File: src/rtl/blkmv_pkg.sv
package blkmv_pkg;

    typedef struct packed {
        logic rpt;   // bit 2
        logic dec;   // bit 1
        logic srch;  // bit 0
    } xfer_mode_t;

    localparam int PTR_SRC = 0;
    localparam int PTR_DST = 1;
    localparam int NUM_PTR = 2;

    function automatic int max_int(input int a, input int b);
        return (a > b) ? a : b;
    endfunction

endpackage

File: src/rtl/blkmv_regs.sv
module blkmv_regs
    import blkmv_pkg::*;
#(
    parameter int W = 16
) (
    input  logic         clk,
    input  logic         rst,
    input  logic         ld_en,
    input  logic [NUM_PTR-1:0] ld_ptr,
    input  logic         ld_cnt,
    input  logic [W-1:0] ld_val,
    input  logic         adv,
    input  logic         dec,
    output logic [W-1:0] src,
    output logic [W-1:0] dst,
    output logic         cnt_nz,
    output logic         last
);
    logic [W-1:0] ptr_q [NUM_PTR];
    logic [W-1:0] cnt_q;

    for (genvar g = 0; g < NUM_PTR; g++) begin : g_ptr
        always_ff @(posedge clk) begin
            if (rst) begin
                ptr_q[g] <= '0;
            end else if (ld_en && ld_ptr[g]) begin
                ptr_q[g] <= ld_val;
            end else if (adv) begin
                ptr_q[g] <= dec ? (ptr_q[g] - W'(1)) : (ptr_q[g] + W'(1));
            end
        end
    end

    always_ff @(posedge clk) begin
        if (rst) begin
            cnt_q  <= '0;
            cnt_nz <= 1'b0;
        end else if (ld_en && ld_cnt) begin
            cnt_q <= ld_val;
        end else if (adv) begin
            cnt_q  <= cnt_q - W'(1);
            cnt_nz <= !last;
        end
    end

    assign last = (cnt_q == W'(1));
    assign src  = ptr_q[PTR_SRC];
    assign dst  = ptr_q[PTR_DST];

endmodule

File: src/rtl/blkmv_seq.sv
module blkmv_seq
    import blkmv_pkg::*;
#(
    parameter int STEP_CYCLES   = 16,
    parameter int REPEAT_CYCLES = 21
) (
    input  logic       clk,
    input  logic       rst,
    input  logic       start_acc,
    input  xfer_mode_t mode_in,
    input  logic       hit,
    input  logic       last,
    output logic       busy,
    output logic       rd_phase,
    output logic       wr_phase,
    output xfer_mode_t mode_q
);
    localparam int MAXC = max_int(STEP_CYCLES, REPEAT_CYCLES);
    localparam int CW   = $clog2(MAXC + 1);

    logic [CW-1:0] slot_q;
    logic [CW-1:0] end_slot;
    logic          stop_q;

    assign end_slot = mode_q.rpt ? CW'(REPEAT_CYCLES - 1) : CW'(STEP_CYCLES - 1);
    assign rd_phase = busy && (slot_q == CW'(0));
    assign wr_phase = busy && (slot_q == CW'(1));

    always_ff @(posedge clk) begin
        if (rst) begin
            busy   <= 1'b0;
            slot_q <= '0;
            stop_q <= 1'b0;
            mode_q <= '0;
        end else if (!busy) begin
            if (start_acc) begin
                busy   <= 1'b1;
                slot_q <= '0;
                stop_q <= 1'b0;
                mode_q <= mode_in;
            end
        end else begin
            if (wr_phase) begin
                stop_q <= !mode_q.rpt || hit || last;
            end
            if (slot_q == end_slot) begin
                slot_q <= '0;
                if (stop_q) begin
                    busy <= 1'b0;
                end
            end else begin
                slot_q <= slot_q + CW'(1);
            end
        end
    end

endmodule

File: src/rtl/blkmv_cmp.sv
module blkmv_cmp (
    input  logic       clk,
    input  logic       rst,
    input  logic       start_acc,
    input  logic       wr_phase,
    input  logic       srch,
    input  logic [7:0] rdata,
    input  logic [7:0] key,
    output logic       hit,
    output logic       match
);
    assign hit = wr_phase && srch && (rdata == key);

    always_ff @(posedge clk) begin
        if (rst) begin
            match <= 1'b0;
        end else if (start_acc) begin
            match <= 1'b0;
        end else if (hit) begin
            match <= 1'b1;
        end
    end

endmodule

File: src/rtl/blkmv_engine.sv
module blkmv_engine
    import blkmv_pkg::*;
#(
    parameter int ADDR_W        = 16,
    parameter int STEP_CYCLES   = 16,
    parameter int REPEAT_CYCLES = 21
) (
    input  logic              clk,
    input  logic              rst,
    input  logic              start,
    input  logic [2:0]        mode,
    input  logic [7:0]        key,
    input  logic              ld_src,
    input  logic              ld_dst,
    input  logic              ld_cnt,
    input  logic [ADDR_W-1:0] ld_val,
    output logic [ADDR_W-1:0] mem_addr,
    output logic              mem_rd,
    output logic              mem_wr,
    output logic [7:0]        mem_wdata,
    input  logic [7:0]        mem_rdata,
    output logic              busy,
    output logic              cnt_nz,
    output logic              match
);
    xfer_mode_t        mode_q;
    logic              start_acc;
    logic              rd_phase;
    logic              wr_phase;
    logic              hit;
    logic              last;
    logic [ADDR_W-1:0] src;
    logic [ADDR_W-1:0] dst;
    logic [NUM_PTR-1:0] ld_ptr;

    assign start_acc = start && !busy;

    always_comb begin
        ld_ptr          = '0;
        ld_ptr[PTR_SRC] = ld_src;
        ld_ptr[PTR_DST] = ld_dst;
    end

    blkmv_seq #(
        .STEP_CYCLES  (STEP_CYCLES),
        .REPEAT_CYCLES(REPEAT_CYCLES)
    ) u_seq (
        .clk      (clk),
        .rst      (rst),
        .start_acc(start_acc),
        .mode_in  (xfer_mode_t'(mode)),
        .hit      (hit),
        .last     (last),
        .busy     (busy),
        .rd_phase (rd_phase),
        .wr_phase (wr_phase),
        .mode_q   (mode_q)
    );

    blkmv_regs #(.W(ADDR_W)) u_regs (
        .clk   (clk),
        .rst   (rst),
        .ld_en (!busy),
        .ld_ptr(ld_ptr),
        .ld_cnt(ld_cnt),
        .ld_val(ld_val),
        .adv   (wr_phase && !hit),
        .dec   (mode_q.dec),
        .src   (src),
        .dst   (dst),
        .cnt_nz(cnt_nz),
        .last  (last)
    );

    blkmv_cmp u_cmp (
        .clk      (clk),
        .rst      (rst),
        .start_acc(start_acc),
        .wr_phase (wr_phase),
        .srch     (mode_q.srch),
        .rdata    (mem_rdata),
        .key      (key),
        .hit      (hit),
        .match    (match)
    );

    assign mem_rd    = rd_phase;
    assign mem_wr    = wr_phase && !hit;
    assign mem_addr  = wr_phase ? dst : src;
    assign mem_wdata = mem_rdata;

endmodule

File: config.mk
export PLATFORM = sky130hd
export DESIGN_NAME = blkmv_engine
export DESIGN_NICKNAME = d
export VERILOG_FILES = /design/src/rtl/blkmv_pkg.sv /design/src/rtl/blkmv_regs.sv /design/src/rtl/blkmv_seq.sv /design/src/rtl/blkmv_cmp.sv /design/src/rtl/blkmv_engine.sv
export SDC_FILE = /design/constraint.sdc
export NUM_CORES = 1
export LEC_CHECK = 0
export ABC_AREA = 0
export BUFFER_PORTS_ARGS = -buffer_cell sky130_fd_sc_hd__clkbuf_2
export CORE_MARGIN = 4
export CORE_UTILIZATION = 40
export DETAILED_ROUTE_END_ITERATION = 12
export HOLD_SLACK_MARGIN = 0.15
export RECOVER_POWER = 25
export SYNTH_ARGS = -nofsm -noshare
export SYNTH_HDL_FRONTEND = slang
export SYNTH_SLANG_ARGS = --single-unit
File: constraint.sdc
create_clock -name clk -period 3.87 [get_ports clk]
set_clock_uncertainty 0.05 [all_clocks]
set_input_delay 0.774 -clock clk [delete_from_list [all_inputs] [get_ports clk]]
set_output_delay 0.774 -clock clk [all_outputs]
set_load 0.05 [all_outputs]
-- Word level (Yosys, flattened, before mapping)
Memories as Yosys holds them, arrays and structs flattened.
Cells that the tools add are included.
- flip-flop bits (word level): 28
- bits in latches: 0
- RAM bits: 32
- ROM bits: 0
- memories kept: 1
- memory list (name ; depth ; bits a word ; rd ports ; clocked after Yosys merged registers in ; wr ports ; RTL line ; text):
    u_regs.ptr_q ; 2 ; 16 ; 2 ; 0 ; 2 ; blkmv_regs.sv:19 ; logic [W-1:0] ptr_q [NUM_PTR];
- div/mod/pow operators: 0
- add/sub/neg operators: 6
- reduce and logical (&&, ||, !) cells: 22
- equality and inequality tests: 5
- bitwise gates (word level): 6
- shift operators: 0
- multipliers: 0
- mux-type cells: 35
- order comparisons: 0
- operators with widths (kind ; count):
    $mux 16 ; 9
    $sub 16x1->16 const B ; 3
    $add 16x1->16 const B ; 2
    $mux 1 ; 22
    $mux 5 ; 4
    $eq 16x1->1 const B ; 1
    $logic_and 1x1->1 ; 9
    $eq 8x8->1 ; 1
    $reduce_and 2->1 ; 3
    $add 5x1->5 const B ; 1
    $eq 5x1->1 const B ; 1
    $eq 5x5->1 ; 1
    $logic_not 5->1 ; 1
    $logic_not 1->1 ; 4
    $or 1x1->1 ; 4
    $reduce_bool 2->1 ; 2
    $logic_or 1x1->1 ; 2
    $ne 2x1->1 const B ; 1
    $not 1->1 ; 2
    $reduce_or 2->1 ; 1

-- Longest topological paths before layout
Gate-level depths: netlist (run 1).
- word-level depth: 11
- gate-level depth with buffers: 10
- mapped depth without buffers: 8

-- Modules after synthesis
Synthesis (run 1) repeated with hierarchy kept, for this count alone.
- cells, all modules: 510
- area total of the unflattened synthesis: 4631.9 µm²
- by module, submodules not included (module ; instances ; cells each ; area each (µm²)):
    blkmv_regs ; 1 ; 403 ; 3606.0
    blkmv_seq ; 1 ; 60 ; 553.0
    blkmv_engine ; 1 ; 29 ; 321.6
    blkmv_cmp ; 1 ; 18 ; 151.4

-- Worst setup path before layout (run 1)
Ideal clock, no wire load.
- path type: input to register
- start point: input port key[1]
- end point: memory u_regs.ptr_q[1][0] (enable)
- data required time: 3.487 ns
- path slack: 0.909 ns
- data arrival time: 2.578 ns
- stages on the path: 6
- path through: xnor2_1 -> nand4_1 -> o31ai_1 -> inv_2 -> buf_2 -> or3_1
- RTL lines (item ; RTL line ; text):
    from (decl) ; blkmv_engine.sv:12 ; input logic [7:0] key,
    to (decl) ; blkmv_regs.sv:19 ;

-- Worst setup path in the final report (run 1)
- start point: register u_seq.busy
- end point: output port mem_wr
- cells in the longest elaborated chain, start to end: 5
- RTL lines (item ; RTL line ; text):
    from (decl) ; blkmv_seq.sv:13 ; output logic busy,
    from (signal assigned) ; blkmv_seq.sv:31 ; busy <= 1'b0;
    from (signal assigned) ; blkmv_seq.sv:37 ; busy <= 1'b1;
    from (signal assigned) ; blkmv_seq.sv:49 ; busy <= 1'b0;
    $logic_and 1x1->1 * ; blkmv_seq.sv:27 ; assign wr_phase = busy && (slot_q == CW'(1));
    $logic_and 1x1->1 (2 in series) ; blkmv_cmp.sv:12 ; assign hit = wr_phase && srch && (rdata == key);
    $logic_not 1->1 ; blkmv_engine.sv:88 ; assign mem_wr = wr_phase && !hit;
    $logic_and 1x1->1 * ; blkmv_engine.sv:88 ;
    to (decl) ; blkmv_engine.sv:19 ; output logic mem_wr,
Mark *: on every way between the ends. The rest lies on a longest branch, timed or not.

==> results_dict.tcl, run 1 <==
set metrics [dict create \
    cts_hold_buf 0 \
    insertedDiodeCount 0 \
    ys_warn_count 0 \
    antenna_left 0 \
    cp.arrival_ps 2410 \
    crit_fanout 18 \
    io_buffers 69 \
    setup-tns-final_ps 0 \
    grt_pass1_wl_um 21100 \
    synthMuxAreaShare_pct 1.40 \
    dr_total_vias 4353 \
    async_reset_ff_share_pct 0 \
    irDropWorstVdd_v 0.000224 \
    synthSimpleGateAreaFrac_pct 23.0 \
    drive_gt1_share_pct 14.5 \
    max_slew.worst_pin.slew_ps 900 \
    synth_compound_area_share_pct 21.4 \
    cts_sinks 60 \
    cts_tree "yes" \
    setup_viol 0 \
    cts_resized 0 \
    wl_per_cell_um 17.0 \
    yosys-top-cells-count "nand2_1, a21oi_1, o21ai_0" \
    grt_use_total_pct 20.0 \
    areaGrowthSynthToFinish_pct 15.0 \
    worstSetupStartpointType "register" \
    final_nets 685 \
    grt_max_degree 33 \
    core-area_sq_um 11000 \
    synth_xor_area_share_pct 6.73 \
    synth_top_area_cell "edfxtp_1" \
    cts_setup_buffers 0 \
    start_util_pct 41.5 \
    power_mw 2.05 \
    synth_area_leaders "edfxtp_1, dfxtp_1, ha_1" \
    hold_violations 0 \
    synth_edf_count 32 \
    path_class "reg -> out" \
    grt_pass1_vias 4261 \
    fin_crit_sh_pct 83.6 \
    io_pins 70 \
    firstDrtPassIters 5 \
    synth_top_area_share_pct 21.1 \
    syn_area_sq_um 4560 \
    dieArea_sq_um 13200 \
    leakagePower_nw 2.15 \
    worstSetupEndpointType "output pin" \
    drc 0 \
    synthAdderAreaFrac_pct 9.94 \
    cts_buffer_depth 2 \
    vias_per_cell 5.77 \
    layout_min_cycle_time_ps 3230 \
    die_x_um 115 \
    grt_setup_unrepaired "false" \
    required_ps 3050 \
    ys.flop_type "edfxtp_1" \
    synth_top_family_by_area "simple AND/OR/NAND/NOR gates" \
    synth.net_count 628 \
    ys_types 64 \
    synth.yosys.seq_area_share_pct 33.4 \
    die-height_um 115 \
    grt_overflow 0 \
    synth.most_common_cell "nand2_1" \
    synth_seq_cells 60 \
    nFillCells 1095 \
    antenna_found_initial 0 \
    run_status "completed" \
    p_per_area_nw_per_um2 390 \
    cts_made_buffers 9 \
    max_cap_violations 0 \
    clock.fmax_mhz 309 \
    avgSynthCellArea_sq_um 8.26 \
    rows 38 \
    gp_congestion 0.846 \
    clkLatencyLatePin_ps 330 \
    routed_wl_um 12800 \
    clk_pin_slew_ps 60 \
    max_slew_margin_pct 40.0 \
    clockRootBuffer "clkbuf_16" \
    postSynthCellCount 552 \
    dr.first_iter.drc_count 226 \
    slew_violations 0 \
    h-tree-depth 3 \
    hold_path.class "reg -> reg" \
    dp_hpwl_um 9850 \
]
## routing by layer
| layer | global-route usage (%) | routed length, um | up-vias |
|---|---|---|---|
| li1 | - | - | 2133 |
| met3 | 3.53 | 966 | 23 |
| met4 | 5.87 | 275 | 0 |
| met2 | 32.1 | 5790 | 162 |
| met1 | 27.7 | 5800 | 2035 |
| met5 | 0 | 0 | - |
## critical path: stages, from the launching register on
cell,delay (ps)
dfxtp_1,300
buf_4,190
nor4b_1,380
and2_0,180
buf_4,240
o31ai_1,130
inv_1,300
clkbuf_2,350
## kinds of logic after synthesis
family,count (synthesis)
AND/OR/NAND/NOR,216
XOR/XNOR,35
flip-flops,60
multiplexers,6
AO/OA/AOI/OAI,158
buffers and inverters,42
adder cells (fa/ha/maj),35
## worst paths after layout
path	cells after the start	start	slack, ps	to
min	2	u_regs.cnt_q[3]	430	u_regs.cnt_q[3]
max	7	u_seq.busy	640	mem_wr
min reg2reg	2	u_regs.cnt_q[3]	430	u_regs.cnt_q[3]
max reg2reg	8	u_seq.busy	950	u_regs.ptr_q[1][7]
## area by class of cell
class	instances	area, sq um	area share [%]
clock buffer	10	239	4.56
sequential	60	1520	29.0
timing repair buffer	77	390	7.44
clock inverter	6	45.0	0.859
tap	140	175	3.34
multi-input combinational	450	2830	54.0
inverter	11	41.3	0.787
## power breakdown
| group | internal [mW] | switching (mW) | leakage [nW] |
|---|---|---|---|
| combinational | 0.179 | 0.334 | 1.43 |
| clock | 0.456 | 0.314 | 0.144 |
| sequential | 0.722 | 0.0407 | 0.576 |
## placed cells by master, fill, tap and decap left out, types with 4 or more instances in the layout
cell type and instances:
ha_1 33, nor2b_1 9, nand3_1 12, clkbuf_16 9, xnor2_1 19, o211ai_1 6, nor3_1 11, clkbuf_1 12
buf_4 8, edfxtp_1 32, o21bai_1 5, a21o_1 6, a211oi_1 9, nand2b_1 9, a22o_1 4, a21oi_1 47
dfxtp_1 28, nor2_1 39, xor2_1 16, or3_1 5, clkbuf_2 57, o21ai_1 8, nand4_1 7, nor4b_1 4
nand2_1 94, nor4_1 5, and3_1 4, o21ai_0 42, inv_1 11
## through the flow
step                setup WS [ps]  cell area, sq um  utilization (%)  cells  hold slack, ps
global placement              926              4990             45.5    738             418
global route                  385              5240             47.7    754             464
finish                        636              5240             47.7    754             434
CTS                           751              5280             48.1    754             437
detailed placement            935              4990             45.5    738             426
floorplan                     909              4560                -    552             402
## flip-flops by register name (all words and copies together) (netlist names)
| signal | flops |
|---|---|
| u_regs.cnt_q | 16 |
| u_regs.cnt_nz | 1 |
| u_seq.slot_q | 5 |
| u_cmp.match | 1 |
| u_seq.mode_q | 3 |
| u_regs.ptr_q | 32 |
| u_seq.busy | 1 |
| u_seq.stop_q | 1 |
Note: power is estimated with default switching activity, not from simulation.
==> inputs of run 2 (changes only) <==
==> constraint.sdc (replaced) <==
create_clock -name clk -period 2.81 [get_ports clk]
set_clock_uncertainty 0.05 [all_clocks]
set_input_delay 0.562 -clock clk [delete_from_list [all_inputs] [get_ports clk]]
set_output_delay 0.562 -clock clk [all_outputs]
set_load 0.05 [all_outputs]
==> run 2 against run 1 <==
Compared with the run above: combinational power grew 41%; via count grew 0.83%; count of clock-buffer cells in the layout grew 4; final cell count grew 0.80%; worst setup slack lost 450 ps; sequential power grew 38%; power grew 42%; first-iteration DRC count grew 43%; die area is the same; sequential cell count is the same; non-clock buffer count grew 6.
==> results_dict.tcl, run 2 (synthesized netlist as in run 1, its figures left out) <==
set metrics [dict create \
    run_status "completed" \
    rrSetupSlack_ps 210 \
    cts_buffer_depth 2 \
    wl_per_cell_um 17.1 \
    power_switching_share_pct 31.8 \
    fin_area_sq_um 5350 \
    h-tree-depth 3 \
    dr.first_iter.drc_count 324 \
    clkPwrFrac_pct 38.9 \
    routed_wl_um 13000 \
    grt_setup_unrepaired "false" \
    dp_hpwl_um 10000 \
    met2_usage_pct 32.1 \
    crit_fanout 17 \
    drive_gt1_share_pct 15.6 \
    cts_setup_buffers 0 \
    required_ps 2200 \
    grt_pass1_wl_um 21000 \
    cp.arrival_ps 2020 \
    use_met3_pct 3.95 \
    worstSetupEndpointType "output pin" \
    antenna_left 0 \
    start_util_pct 41.5 \
    clockRootBuffer "clkbuf_16" \
    largest-register "u_regs.ptr_q" \
    max_cap_violations 0 \
    leakagePower_nw 2.19 \
    antenna_found_initial 0 \
    hold_path.class "in -> reg" \
    critical-path-max-stage-delay_ps 370 \
    p_comb_share_pct 24.9 \
    clk_pin_slew_ps 50 \
    io_buffers 69 \
    grt_util_met1_pct 27.5 \
    cts_made_buffers 9 \
    layout.cells.most_common "nand2_1" \
    firstDrtPassIters 5 \
    dr_total_vias 4389 \
    areaGrowthSynthToFinish_pct 17.3 \
    vias_per_cell 5.78 \
    drc 0 \
    crit_family "simple AND/OR/NAND/NOR gates" \
    dp_cells 744 \
    io_pins 70 \
    clock.fmax_mhz 381 \
    intPower_mw 1.98 \
    largest_register_ff_count 32 \
    grt_overflow 0 \
    grt_max_degree 29 \
    grt_pass1_vias 4179 \
    p_sw_mw 0.923 \
    fin_crit_sh_pct 93.5 \
    final_nets 691 \
    crit_slowest_cell "mux2_2" \
    reg_top3 "u_regs.ptr_q x32, u_regs.cnt_q x16, u_seq.slot_q x5" \
    busiest_layer "met2" \
    critPathBufInv 2 \
    hold_violations 0 \
    fin_cells 760 \
    core-area_sq_um 11000 \
    grt_use_total_pct 19.9 \
    cts_sinks 60 \
    place_area_sq_um 5050 \
    worstSetupStartpointType "register" \
    setup-tns-final_ps 0 \
    dieArea_sq_um 13200 \
    cts_resized 1 \
    power_frac_seq_pct 36.2 \
    cts_tree "yes" \
    die_x_um 115 \
    max_slew.worst_pin.slew_ps 1210 \
    clkLatencyLatePin_ps 330 \
    cts_hold_buf 0 \
    layout_common_cells "nand2_1, clkbuf_2, a21oi_1, o21ai_0, nor2_1" \
    slew_violations 0 \
    max_slew_margin_pct 19.3 \
    die-height_um 115 \
    fin_util_pct 48.7 \
    layout_min_cycle_time_ps 2630 \
    gp_congestion 0.948 \
    irDropWorstVdd_v 0.000272 \
    setup_viol 0 \
    rows 38 \
    path_class "reg -> out" \
    whs_ps 420 \
    insertedDiodeCount 0 \
    path_cells "nor4b_4, and2_1, buf_6, mux2_2, clkbuf_2" \
    p_per_area_nw_per_um2 543 \
]
==> run 2: path summary, 6_finish.rpt <==
path	start	to	depth (start not counted)
worst min-delay path	mode[2]	u_seq.mode_q[2]	3
worst max register to register	u_regs.ptr_q[0][0]	u_regs.ptr_q[0][14]	7
worst max-delay path	u_seq.slot_q[4]	mem_addr[0]	5
worst min register to register	u_regs.cnt_q[3]	u_regs.cnt_q[3]	2
==> run 2: stage by stage <==
stage	total power, mW	setup slack [ps]
finish	2.90	182
global route	3.04	9.00
floorplan	1.58	176
CTS	2.92	63.3
detailed placement	1.79	198
global placement	1.78	254
==> run 2: worst reg2reg max path, delay by kind of cell (launching register included) <==
| family | cells | cell delay (ps) |
|---|---|---|
| AOI/OAI and AO/OA | 5 | 980 |
| adders and majority gates | 1 | 540 |
| DFF | 1 | 460 |
| and+or+nand+nor | 1 | 330 |
==> run 2: final cells by class <==
cell class	count	area (sq um)
Inverter	11	41.3
Sequential cell	60	1530
Clock buffer	14	297
Clock inverter	2	12.5
Tap cell	140	175
Fill cell	1054	5640
Multi-Input combinational cell	450	2870
Timing Repair Buffer	83	429
==> run 2: per-layer routing <==
metal,wire (um),part of all wire (%),vias up
li1,-,-,2140
met1,5920,46,2062
met2,5900,45,172
met3,995,7.7,15
met4,174,1.3,0
met5,0,0,-
==> run 2: power by group through the flow <==
stage,Sequential [mW],Combinational [mW],Clock [mW]
floorplan,1.06,0.526,0
global placement,1.07,0.708,0
detailed placement,1.07,0.719,0
CTS,1.05,0.722,1.15
global route,1.06,0.792,1.19
finish,1.05,0.722,1.13
